<file path="src/rtl/acq_trig_pkg.sv">
package acq_trig_pkg;

    typedef enum logic [1:0] {
        SRC_NONE = 2'b00,
        SRC_EXT  = 2'b01,
        SRC_SELF = 2'b10,
        SRC_SW   = 2'b11
    } trig_src_e;

    typedef enum logic [1:0] {
        PWR_OFF    = 2'b00,
        PWR_SETTLE = 2'b01,
        PWR_ARMED  = 2'b10
    } pwr_state_e;

    typedef enum logic [1:0] {
        TRG_IDLE = 2'b00,
        TRG_FIRE = 2'b01,
        TRG_DEAD = 2'b10
    } trg_state_e;

endpackage

</file>
<file path="src/rtl/acq_us_tick.sv">
module acq_us_tick #(
    parameter int CLK_PER_US = 125
) (
    input  logic clk,
    input  logic rst_n,
    output logic tick_o
);
    localparam int DIV_W = (CLK_PER_US > 1) ? $clog2(CLK_PER_US) : 1;
    localparam logic [DIV_W-1:0] DIV_LAST = DIV_W'(CLK_PER_US - 1);

    logic [DIV_W-1:0] div_q;

    always_ff @(posedge clk) begin
        if (!rst_n) begin
            div_q <= '0;
        end else if (div_q == DIV_LAST) begin
            div_q <= '0;
        end else begin
            div_q <= div_q + 1'b1;
        end
    end

    assign tick_o = (div_q == DIV_LAST);
endmodule

</file>
<file path="src/rtl/acq_power_seq.sv">
module acq_power_seq
    import acq_trig_pkg::*;
#(
    parameter int ON_US    = 1000,
    parameter int OFF_US   = 199000,
    parameter int SETTLE_W = 8
) (
    input  logic                clk,
    input  logic                rst_n,
    input  logic                tick_i,
    input  logic [SETTLE_W-1:0] settle_us_i,
    output logic                pwr_en_o,
    output logic                armed_o
);
    localparam int MAX_US = (ON_US > OFF_US) ? ON_US : OFF_US;
    localparam int CNT_W  = $clog2(MAX_US + 1);
    localparam logic [CNT_W-1:0] ON_LAST  = CNT_W'(ON_US - 1);
    localparam logic [CNT_W-1:0] OFF_LAST = CNT_W'(OFF_US - 1);

    pwr_state_e       state_q, state_d;
    logic [CNT_W-1:0] us_q;
    logic             window_end;
    logic             settled;

    assign window_end = tick_i && ((state_q == PWR_OFF) ? (us_q == OFF_LAST)
                                                        : (us_q == ON_LAST));
    assign settled    = 32'(us_q) >= 32'(settle_us_i);

    // state register and window counter
    always_ff @(posedge clk) begin
        if (!rst_n) begin
            state_q <= PWR_OFF;
            us_q    <= '0;
        end else begin
            state_q <= state_d;
            if (window_end) begin
                us_q <= '0;
            end else if (tick_i) begin
                us_q <= us_q + 1'b1;
            end
        end
    end

    always_comb begin
        state_d = state_q;
        unique case (state_q)
            PWR_OFF:    if (window_end) state_d = PWR_SETTLE;
            PWR_SETTLE: begin
                if (window_end)   state_d = PWR_OFF;
                else if (settled) state_d = PWR_ARMED;
            end
            PWR_ARMED:  if (window_end) state_d = PWR_OFF;
            default:    state_d = PWR_OFF;
        endcase
    end

    // outputs
    always_comb begin
        pwr_en_o = (state_q != PWR_OFF);
        armed_o  = (state_q == PWR_ARMED);
    end
endmodule

</file>
<file path="src/rtl/acq_thresh_detect.sv">
module acq_thresh_detect #(
    parameter int NUM_CH   = 32,
    parameter int SAMPLE_W = 10
) (
    input  logic                       clk,
    input  logic                       rst_n,
    input  logic [NUM_CH*SAMPLE_W-1:0] samples_i,
    input  logic [SAMPLE_W-1:0]        threshold_i,
    output logic                       rise_o
);
    logic [NUM_CH-1:0] over;
    logic              any_q, any_qq;

    for (genvar c = 0; c < NUM_CH; c++) begin : g_cmp
        assign over[c] = samples_i[c*SAMPLE_W +: SAMPLE_W] > threshold_i;
    end

    always_ff @(posedge clk) begin
        if (!rst_n) begin
            any_q  <= 1'b0;
            any_qq <= 1'b0;
        end else begin
            any_q  <= |over;
            any_qq <= any_q;
        end
    end

    assign rise_o = any_q & ~any_qq;
endmodule

</file>
<file path="src/rtl/acq_trig_arbiter.sv">
module acq_trig_arbiter
    import acq_trig_pkg::*;
#(
    parameter int DEAD_W = 8
) (
    input  logic              clk,
    input  logic              rst_n,
    input  logic              armed_i,
    input  logic [2:0]        req_i,
    input  logic [2:0]        enable_i,
    input  logic [DEAD_W-1:0] dead_cycles_i,
    output logic              trig_o,
    output logic [1:0]        trig_src_o
);
    trg_state_e        state_q, state_d;
    trig_src_e         tag_q, pick;
    logic [DEAD_W-1:0] dead_q;
    logic [2:0]        live;

    assign live = req_i & enable_i;

    always_comb begin
        if (live[0])      pick = SRC_EXT;
        else if (live[1]) pick = SRC_SELF;
        else if (live[2]) pick = SRC_SW;
        else              pick = SRC_NONE;
    end

    // state register, tag and dead counter
    always_ff @(posedge clk) begin
        if (!rst_n) begin
            state_q <= TRG_IDLE;
            tag_q   <= SRC_NONE;
            dead_q  <= '0;
        end else begin
            state_q <= state_d;
            if (state_q == TRG_IDLE && state_d == TRG_FIRE) begin
                tag_q <= pick;
            end
            if (state_q == TRG_FIRE) begin
                dead_q <= dead_cycles_i - 1'b1;
            end else if (state_q == TRG_DEAD && dead_q != '0) begin
                dead_q <= dead_q - 1'b1;
            end
        end
    end

    always_comb begin
        state_d = state_q;
        unique case (state_q)
            TRG_IDLE: if (armed_i && live != 3'b000) state_d = TRG_FIRE;
            TRG_FIRE: state_d = (dead_cycles_i != '0) ? TRG_DEAD : TRG_IDLE;
            TRG_DEAD: if (dead_q == '0) state_d = TRG_IDLE;
            default:  state_d = TRG_IDLE;
        endcase
    end

    // outputs
    always_comb begin
        trig_o     = (state_q == TRG_FIRE);
        trig_src_o = (state_q == TRG_FIRE) ? tag_q : SRC_NONE;
    end
endmodule

</file>
<file path="src/rtl/acq_trigger_ctrl.sv">
module acq_trigger_ctrl #(
    parameter int NUM_CH     = 32,
    parameter int SAMPLE_W   = 10,
    parameter int CLK_PER_US = 125,
    parameter int ON_US      = 1000,
    parameter int OFF_US     = 199000,
    parameter int SETTLE_W   = 8,
    parameter int DEAD_W     = 8
) (
    input  logic                       clk,
    input  logic                       rst_n,
    input  logic                       ext_trig_i,
    input  logic                       sw_trig_i,
    input  logic [NUM_CH*SAMPLE_W-1:0] samples_i,
    input  logic [SAMPLE_W-1:0]        threshold_i,
    input  logic [2:0]                 src_enable_i,
    input  logic [SETTLE_W-1:0]        settle_us_i,
    input  logic [DEAD_W-1:0]          dead_cycles_i,
    input  logic                       clk_sel_req_i,
    output logic                       trig_o,
    output logic [1:0]                 trig_src_o,
    output logic                       pwr_en_o,
    output logic                       clk_sel_o
);
    logic tick;
    logic armed;
    logic self_rise;
    logic ext_q, ext_qq, sw_q;
    logic clk_sel_q;

    acq_us_tick #(.CLK_PER_US(CLK_PER_US)) tick_i (
        .clk    (clk),
        .rst_n  (rst_n),
        .tick_o (tick)
    );

    acq_power_seq #(
        .ON_US    (ON_US),
        .OFF_US   (OFF_US),
        .SETTLE_W (SETTLE_W)
    ) pwr_i (
        .clk         (clk),
        .rst_n       (rst_n),
        .tick_i      (tick),
        .settle_us_i (settle_us_i),
        .pwr_en_o    (pwr_en_o),
        .armed_o     (armed)
    );

    acq_thresh_detect #(
        .NUM_CH   (NUM_CH),
        .SAMPLE_W (SAMPLE_W)
    ) thr_i (
        .clk         (clk),
        .rst_n       (rst_n),
        .samples_i   (samples_i),
        .threshold_i (threshold_i),
        .rise_o      (self_rise)
    );

    always_ff @(posedge clk) begin
        if (!rst_n) begin
            ext_q     <= 1'b0;
            ext_qq    <= 1'b0;
            sw_q      <= 1'b0;
            clk_sel_q <= 1'b0;
        end else begin
            ext_q  <= ext_trig_i;
            ext_qq <= ext_q;
            sw_q   <= sw_trig_i;
            if (!pwr_en_o) clk_sel_q <= clk_sel_req_i;
        end
    end

    acq_trig_arbiter #(.DEAD_W(DEAD_W)) arb_i (
        .clk           (clk),
        .rst_n         (rst_n),
        .armed_i       (armed),
        .req_i         ({sw_q, self_rise, ext_q & ~ext_qq}),
        .enable_i      (src_enable_i),
        .dead_cycles_i (dead_cycles_i),
        .trig_o        (trig_o),
        .trig_src_o    (trig_src_o)
    );

    assign clk_sel_o = clk_sel_q;
endmodule

</file>
<file path="config.mk">
export PLATFORM = sky130hd
export DESIGN_NAME = acq_trigger_ctrl
export DESIGN_NICKNAME = d
export VERILOG_FILES = /design/src/rtl/acq_trig_pkg.sv /design/src/rtl/acq_us_tick.sv /design/src/rtl/acq_power_seq.sv /design/src/rtl/acq_thresh_detect.sv /design/src/rtl/acq_trig_arbiter.sv /design/src/rtl/acq_trigger_ctrl.sv
export SDC_FILE = /design/constraint.sdc
export NUM_CORES = 1
export LEC_CHECK = 0
export BUFFER_PORTS_ARGS = -buffer_cell sky130_fd_sc_hd__buf_2
export CAP_MARGIN = 20
export CORE_UTILIZATION = 25
export CTS_BUF_LIST = sky130_fd_sc_hd__clkbuf_4 sky130_fd_sc_hd__clkbuf_8 sky130_fd_sc_hd__clkbuf_16
export DETAILED_ROUTE_END_ITERATION = 10
export SYNTH_ARGS = -nofsm -noshare
export SYNTH_HDL_FRONTEND = slang
export SYNTH_HIERARCHICAL = 1
export SYNTH_SLANG_ARGS = --single-unit
</file>
<file path="constraint.sdc">
create_clock -name clk -period 3 [get_ports clk]
set_input_delay 0.45 -clock clk [delete_from_list [all_inputs] [get_ports clk]]
set_output_delay 0.45 -clock clk [all_outputs]
set_load 0.02 [all_outputs]
</file>
# [Word-level counts from Yosys, hierarchy flattened]
# Cells that the tools add are included.
[totals] regBits=45 output_inout_bits=5 elab_cells=98
[op_classes] addsub=4 order_cmp=33 eq_ne=11 n_mux=16 bitwise_logic=6 n_reduce_logical=16
[ops] cell="$gt 10x10->1" count=32
[ops] cell="$reduce_or 32->1" count=1
[ops] cell="$mux 2" count=11
[ops] cell="$add 18x1->18 const B" count=1
[ops] cell="$eq 18x10->1 const B" count=1
[ops] cell="$eq 18x18->1 const B" count=1
[ops] cell="$ge 18x8->1" count=1
[ops] cell="$mux 8" count=2
[ops] cell="$reduce_bool 8->1" count=2
[ops] cell="$sub 8x1->8 const B" count=2
[ops] cell="$pmux 2 s3" count=2
[ops] cell="$logic_not 8->1" count=1
[ops] cell="$add 7x1->7 const B" count=1
[ops] cell="$eq 7x7->1 const B" count=1
[ops] cell="$eq 2x1->1 const B" count=3
[ops] cell="$eq 2x2->1 const B" count=2
[ops] cell="$logic_and 1x1->1" count=4
[ops] cell="$logic_not 2->1" count=2
[ops] cell="$reduce_bool 2->1" count=2
[ops] cell="$reduce_or 2->1" count=2
[ops] cell="$and 3x3->3" count=1
[ops] cell="$ne 3x1->1 const B" count=1
[ops] cell="$not 1->1" count=3
[ops] cell="$reduce_and 3->1" count=1
[ops] cell="other kinds (5)" count=6

# [Longest topological paths before layout]
[logic_depth] word_depth=9 depth_mapped=11 depth_no_buf=9

# [Hierarchy]
# Netlist, hierarchy kept.
[by_module_without_submodules] module="acq_thresh_detect" n_inst=1 cells_per_inst=857 area_each_um2=6940.4 seq_area_each_um2=40.0
[by_module_without_submodules] module="acq_power_seq" n_inst=1 cells_per_inst=138 area_each_um2=1134.8 seq_area_each_um2=400.4
[by_module_without_submodules] module="acq_trig_arbiter" n_inst=1 cells_per_inst=92 area_each_um2=757.0 seq_area_each_um2=240.2
[by_module_without_submodules] module="acq_us_tick" n_inst=1 cells_per_inst=35 area_each_um2=317.8 seq_area_each_um2=140.1
[by_module_without_submodules] module="acq_trigger_ctrl" n_inst=1 cells_per_inst=10 area_each_um2=121.4 seq_area_each_um2=80.1

# [Worst setup path after synthesis]
# OpenSTA, ideal clock, no wires.
[synth_timing] path_kind="input port to flip-flop" startpoint="input threshold_i[7]" endpoint="register thr_i.any_q" setup_time_ns=0.140 arrival_time_ns=2.448 setup_slack_ns=0.412 path_stages=8 path_buffers=0 path_cell_list="inv_1 > ha_1 > a211oi_2 > nor2_1 > o41ai_1 > nand4_1 > nor4_1 > a41oi_1"
[synth_between] elab_chain_len=2 word_cells_on_any_way=33 cone_classes="order compare: 32; reduce/logical: 1"
[synth_rtl] item="from (decl)" line_no="acq_trigger_ctrl.sv:15" rtl="input logic [SAMPLE_W-1:0] threshold_i,"
[synth_rtl] item="$gt 10x10->1" line_no="acq_thresh_detect.sv:15" rtl="assign over[c] = samples_i[c*SAMPLE_W +: SAMPLE_W] > threshold_i;"
[synth_rtl] item="$reduce_or 32->1 *" line_no="acq_thresh_detect.sv:23" rtl="any_q <= |over;"
[synth_rtl] item="to (signal assigned)" line_no="acq_thresh_detect.sv:23"
[synth_rtl] item="to (decl)" line_no="acq_thresh_detect.sv:12" rtl="logic any_q, any_qq;"
# Mark *: on every way between the ends. The rest lies on a longest branch, timed or not.
# A chain may end at the register's enable or synchronous reset.

# [Final worst setup path]
[layout_timing] startpoint="input threshold_i[3]" endpoint="register thr_i.any_q"
# The elaborated chain is that of the path after synthesis.

==> flow_metrics.env <==
export IMPL_path_clk_slew_ns=0.07
export IMPL_p_switching_uw=937
export IMPL_rows=70
export IMPL_critPathBufInv=6
export IMPL_syn_instance_count=1132
export IMPL_p_clk_share_pct=21.9
export IMPL_routed_via_density=5.13
export IMPL_num_vias=10300
export IMPL_layout_drive_gt1_share_pct=27.6
export IMPL_syn_nets=1818
export IMPL_slew_headroom_pct=62.4
export IMPL_final_area_um2=12100
export IMPL_synth_seq_cells=45
export IMPL_max_stage_delay_ns=0.45
export IMPL_routabilityCongestion=0.901
export IMPL_grt_pass1_vias=10500
export IMPL_ys_types=57
export IMPL_finalHoldViolCount=0
export IMPL_cpMaxStageDelayCell="nor4_1"
export IMPL_yosys_warnings=6
export IMPL_cts_root_buffer="clkbuf_16"
export IMPL_hpwl_um=29700
export IMPL_syn_cell_area_um2=9270
export IMPL_grt_pass1_wl_um=54300
export IMPL_cp_end_kind="register"
export IMPL_cpLargestDelayFamily="buffers and inverters"
export IMPL_internal_power_mw=1.53
export IMPL_path_depth=14
export IMPL_seq_area_frac_synth_pct=9.72
export IMPL_numClockSinks=45
export IMPL_finalSetupViolations=0
export IMPL_clock_path_buffers=2
export IMPL_dp_cells=1984
export IMPL_cellLeakagePower_nw=6.12
export IMPL_synth_edf_count=0
export IMPL_power_mw=2.47
export IMPL_cp_cell_sequence="buf_2, inv_2, buf_12, buf_4, ha_1, a21o_1, nand3_1, a21oi_1, nor4_1, a31oi_1, buf_4, nor4_1, buf_4, a41oi_1"
export IMPL_synth_largest_area_cell="ha_1"
export IMPL_die_w_um=195
export IMPL_postPlaceCellArea_um2=12000
export IMPL_drt_pre_antenna_iters=5
export IMPL_rr_worst_depth=9
export IMPL_fin_util_pct=33.3
export IMPL_maxCapViolCount=0
export IMPL_ys_async_sr_fraction_pct=0
export IMPL_antenna_found_initial=16
export IMPL_track_usage_pct=18.0
export IMPL_peakVddDrop_mv=0.197
export IMPL_grt_max_degree=28
export IMPL_wl_per_cell_um=17.3
export IMPL_fin_setup_tns_ns=0
export IMPL_hold_buffers=0
export IMPL_antenna_left=0
export IMPL_hold_class="in -> reg"
export IMPL_dieHeight_um=195
export IMPL_p_per_area_nw_per_um2=203
export IMPL_arrival_ns=2.81
export IMPL_setup_worst_path_class="in -> reg"
export IMPL_ios=359
export IMPL_worstMarginPinSlew_ns=0.560
export IMPL_cp_required_ns=3.16
export IMPL_sw_frac_of_total_pct=37.9
export IMPL_grt_overflow_total=0
export IMPL_die_area_um2=37900
export IMPL_fin_nets=2209
export IMPL_cts_buffers=5
export IMPL_clk_insertion_delay_late_ns=0.28
export IMPL_cp_start_kind="primary input"
export IMPL_synth_most_common_cell="ha_1"
export IMPL_cp_common_cell="buf_4"
export IMPL_synth_avg_cell_area_um2=8.19
export IMPL_wl_um=34700
export IMPL_fin_cells=2002
export IMPL_period_share_pct=88.4
export IMPL_sequentialPowerShare_pct=24.7
export IMPL_cts_tree="built"
export IMPL_ys_top_cells_by_area="ha_1 (45%), dfxtp_1 (9.7%), a21oi_1 (5.7%)"
export IMPL_min_delay_path_depth=2
export IMPL_pwr_share_comb_pct=53.4
export IMPL_ys_flop_type="dfxtp_1"
export IMPL_finalCriticalPeriod_ns=2.65
export IMPL_drc_errors=0
export IMPL_crit_fanout=14
export IMPL_status="finished, final reports clean"
export IMPL_start_util_pct=25.4
export IMPL_synthTopCellsByCount="ha_1 (332), a21oi_1 (105), nor2_1 (103)"
export IMPL_rsz0062_at_grt="no"
export IMPL_fmaxAchievable_mhz=377
export IMPL_cts_resized=0
export IMPL_synth_top_area_share_pct=44.8
export IMPL_postCtsSetupRepairBufs=0
export IMPL_fin_skew_ns=0.00902
export IMPL_portBuffers=358
export IMPL_slew_viol_final=0
export IMPL_core_um2=36500
export IMPL_syn2layout_area_growth_pct=31.0
export IMPL_drt_initial_drc_count=351
export IMPL_htreeDepth=2
[metal layers]
| metal | vias up | part of all wire (%) | global-route usage [%] |
|---|---|---|---|
| li1 | 5200 | - | - |
| met1 | 4659 | 42 | 21.4 |
| met2 | 331 | 48 | 32.0 |
| met3 | 58 | 6.9 | 4.18 |
| met4 | 14 | 2.4 | 4.82 |
| met5 | - | 0.24 | 0 |
[power groups by stage]
stage | Combinational [mW] | Sequential, mW | Clock, mW
4_1_cts | 1.33 | 0.611 | 0.555
3_3_place_gp | 1.27 | 0.624 | 0
6_report | 1.32 | 0.611 | 0.540
2_1_floorplan | 0.722 | 0.624 | 0
3_5_place_dp | 1.32 | 0.624 | 0
5_1_grt | 1.51 | 0.612 | 0.584
[final cells by class]
cell class                 count  area, um2
tap                          468        586
fill                        3861      24400
clock buffer                   6        133
clock inverter                 2       10.0
sequential                    45        901
antenna                       10       25.0
inverter                      94        353
timing repair buffer         388       2140
multi-input combinational    989       8000
[through the flow]
| stage | hold slack, ns | setup WS, ns |
|---|---|---|
| floorplan | 0.421 | 0.412 |
| global placement | 0.432 | 0.0863 |
| detailed placement | 0.444 | 0.111 |
| CTS | 0.376 | 0.392 |
| global route | 0.375 | 0.181 |
| finish | 0.377 | 0.347 |
[state kept, by name, indices dropped and copies added (netlist names)]
register	cells
tick_i/div_q	7
ext_q	1
thr_i/any_q	1
thr_i/any_qq	1
sw_q	1
arb_i/dead_q	8
ext_qq	1
pwr_i/us_q	18
pwr_i/state_q	2
clk_sel_o	1
arb_i/state_q	2
arb_i/tag_q	2
[logic make-up after synthesis]
kind of cell | after synthesis | share of synthesized area (%)
compound gates | 268 | 18.6
xor+xnor | 23 | 2.17
fa+ha+maj | 332 | 44.8
buf+inv | 98 | 4.02
flops | 45 | 9.72
mux | 7 | 0.769
simple gates | 359 | 19.9
[worst paths after layout]
kind	startpoint	endpoint	slack [ns]
worst min register to register	ext_q	ext_qq	0.46
worst max-delay path	threshold_i[3]	thr_i/any_q	0.35
worst max register to register	arb_i/state_q[0]	arb_i/dead_q[6]	0.47
worst min-delay path	ext_trig_i	ext_q	0.38
[layout by cell type, fill, tap and decap left out, drive strengths merged, types with 10 or more instances in the layout]
cell type  instances
buf              388
ha               332
a21oi            105
nor2             104
inv               91
nand4             78
nand3             69
dfxtp             45
a211oi            38
o21ai             37
nor3              36
a21o              34
o41ai             21
nand2             21
nor4              19
xor2              16
a31oi             13
diode             10
No activity file was read; power rests on OpenSTA's default activity.
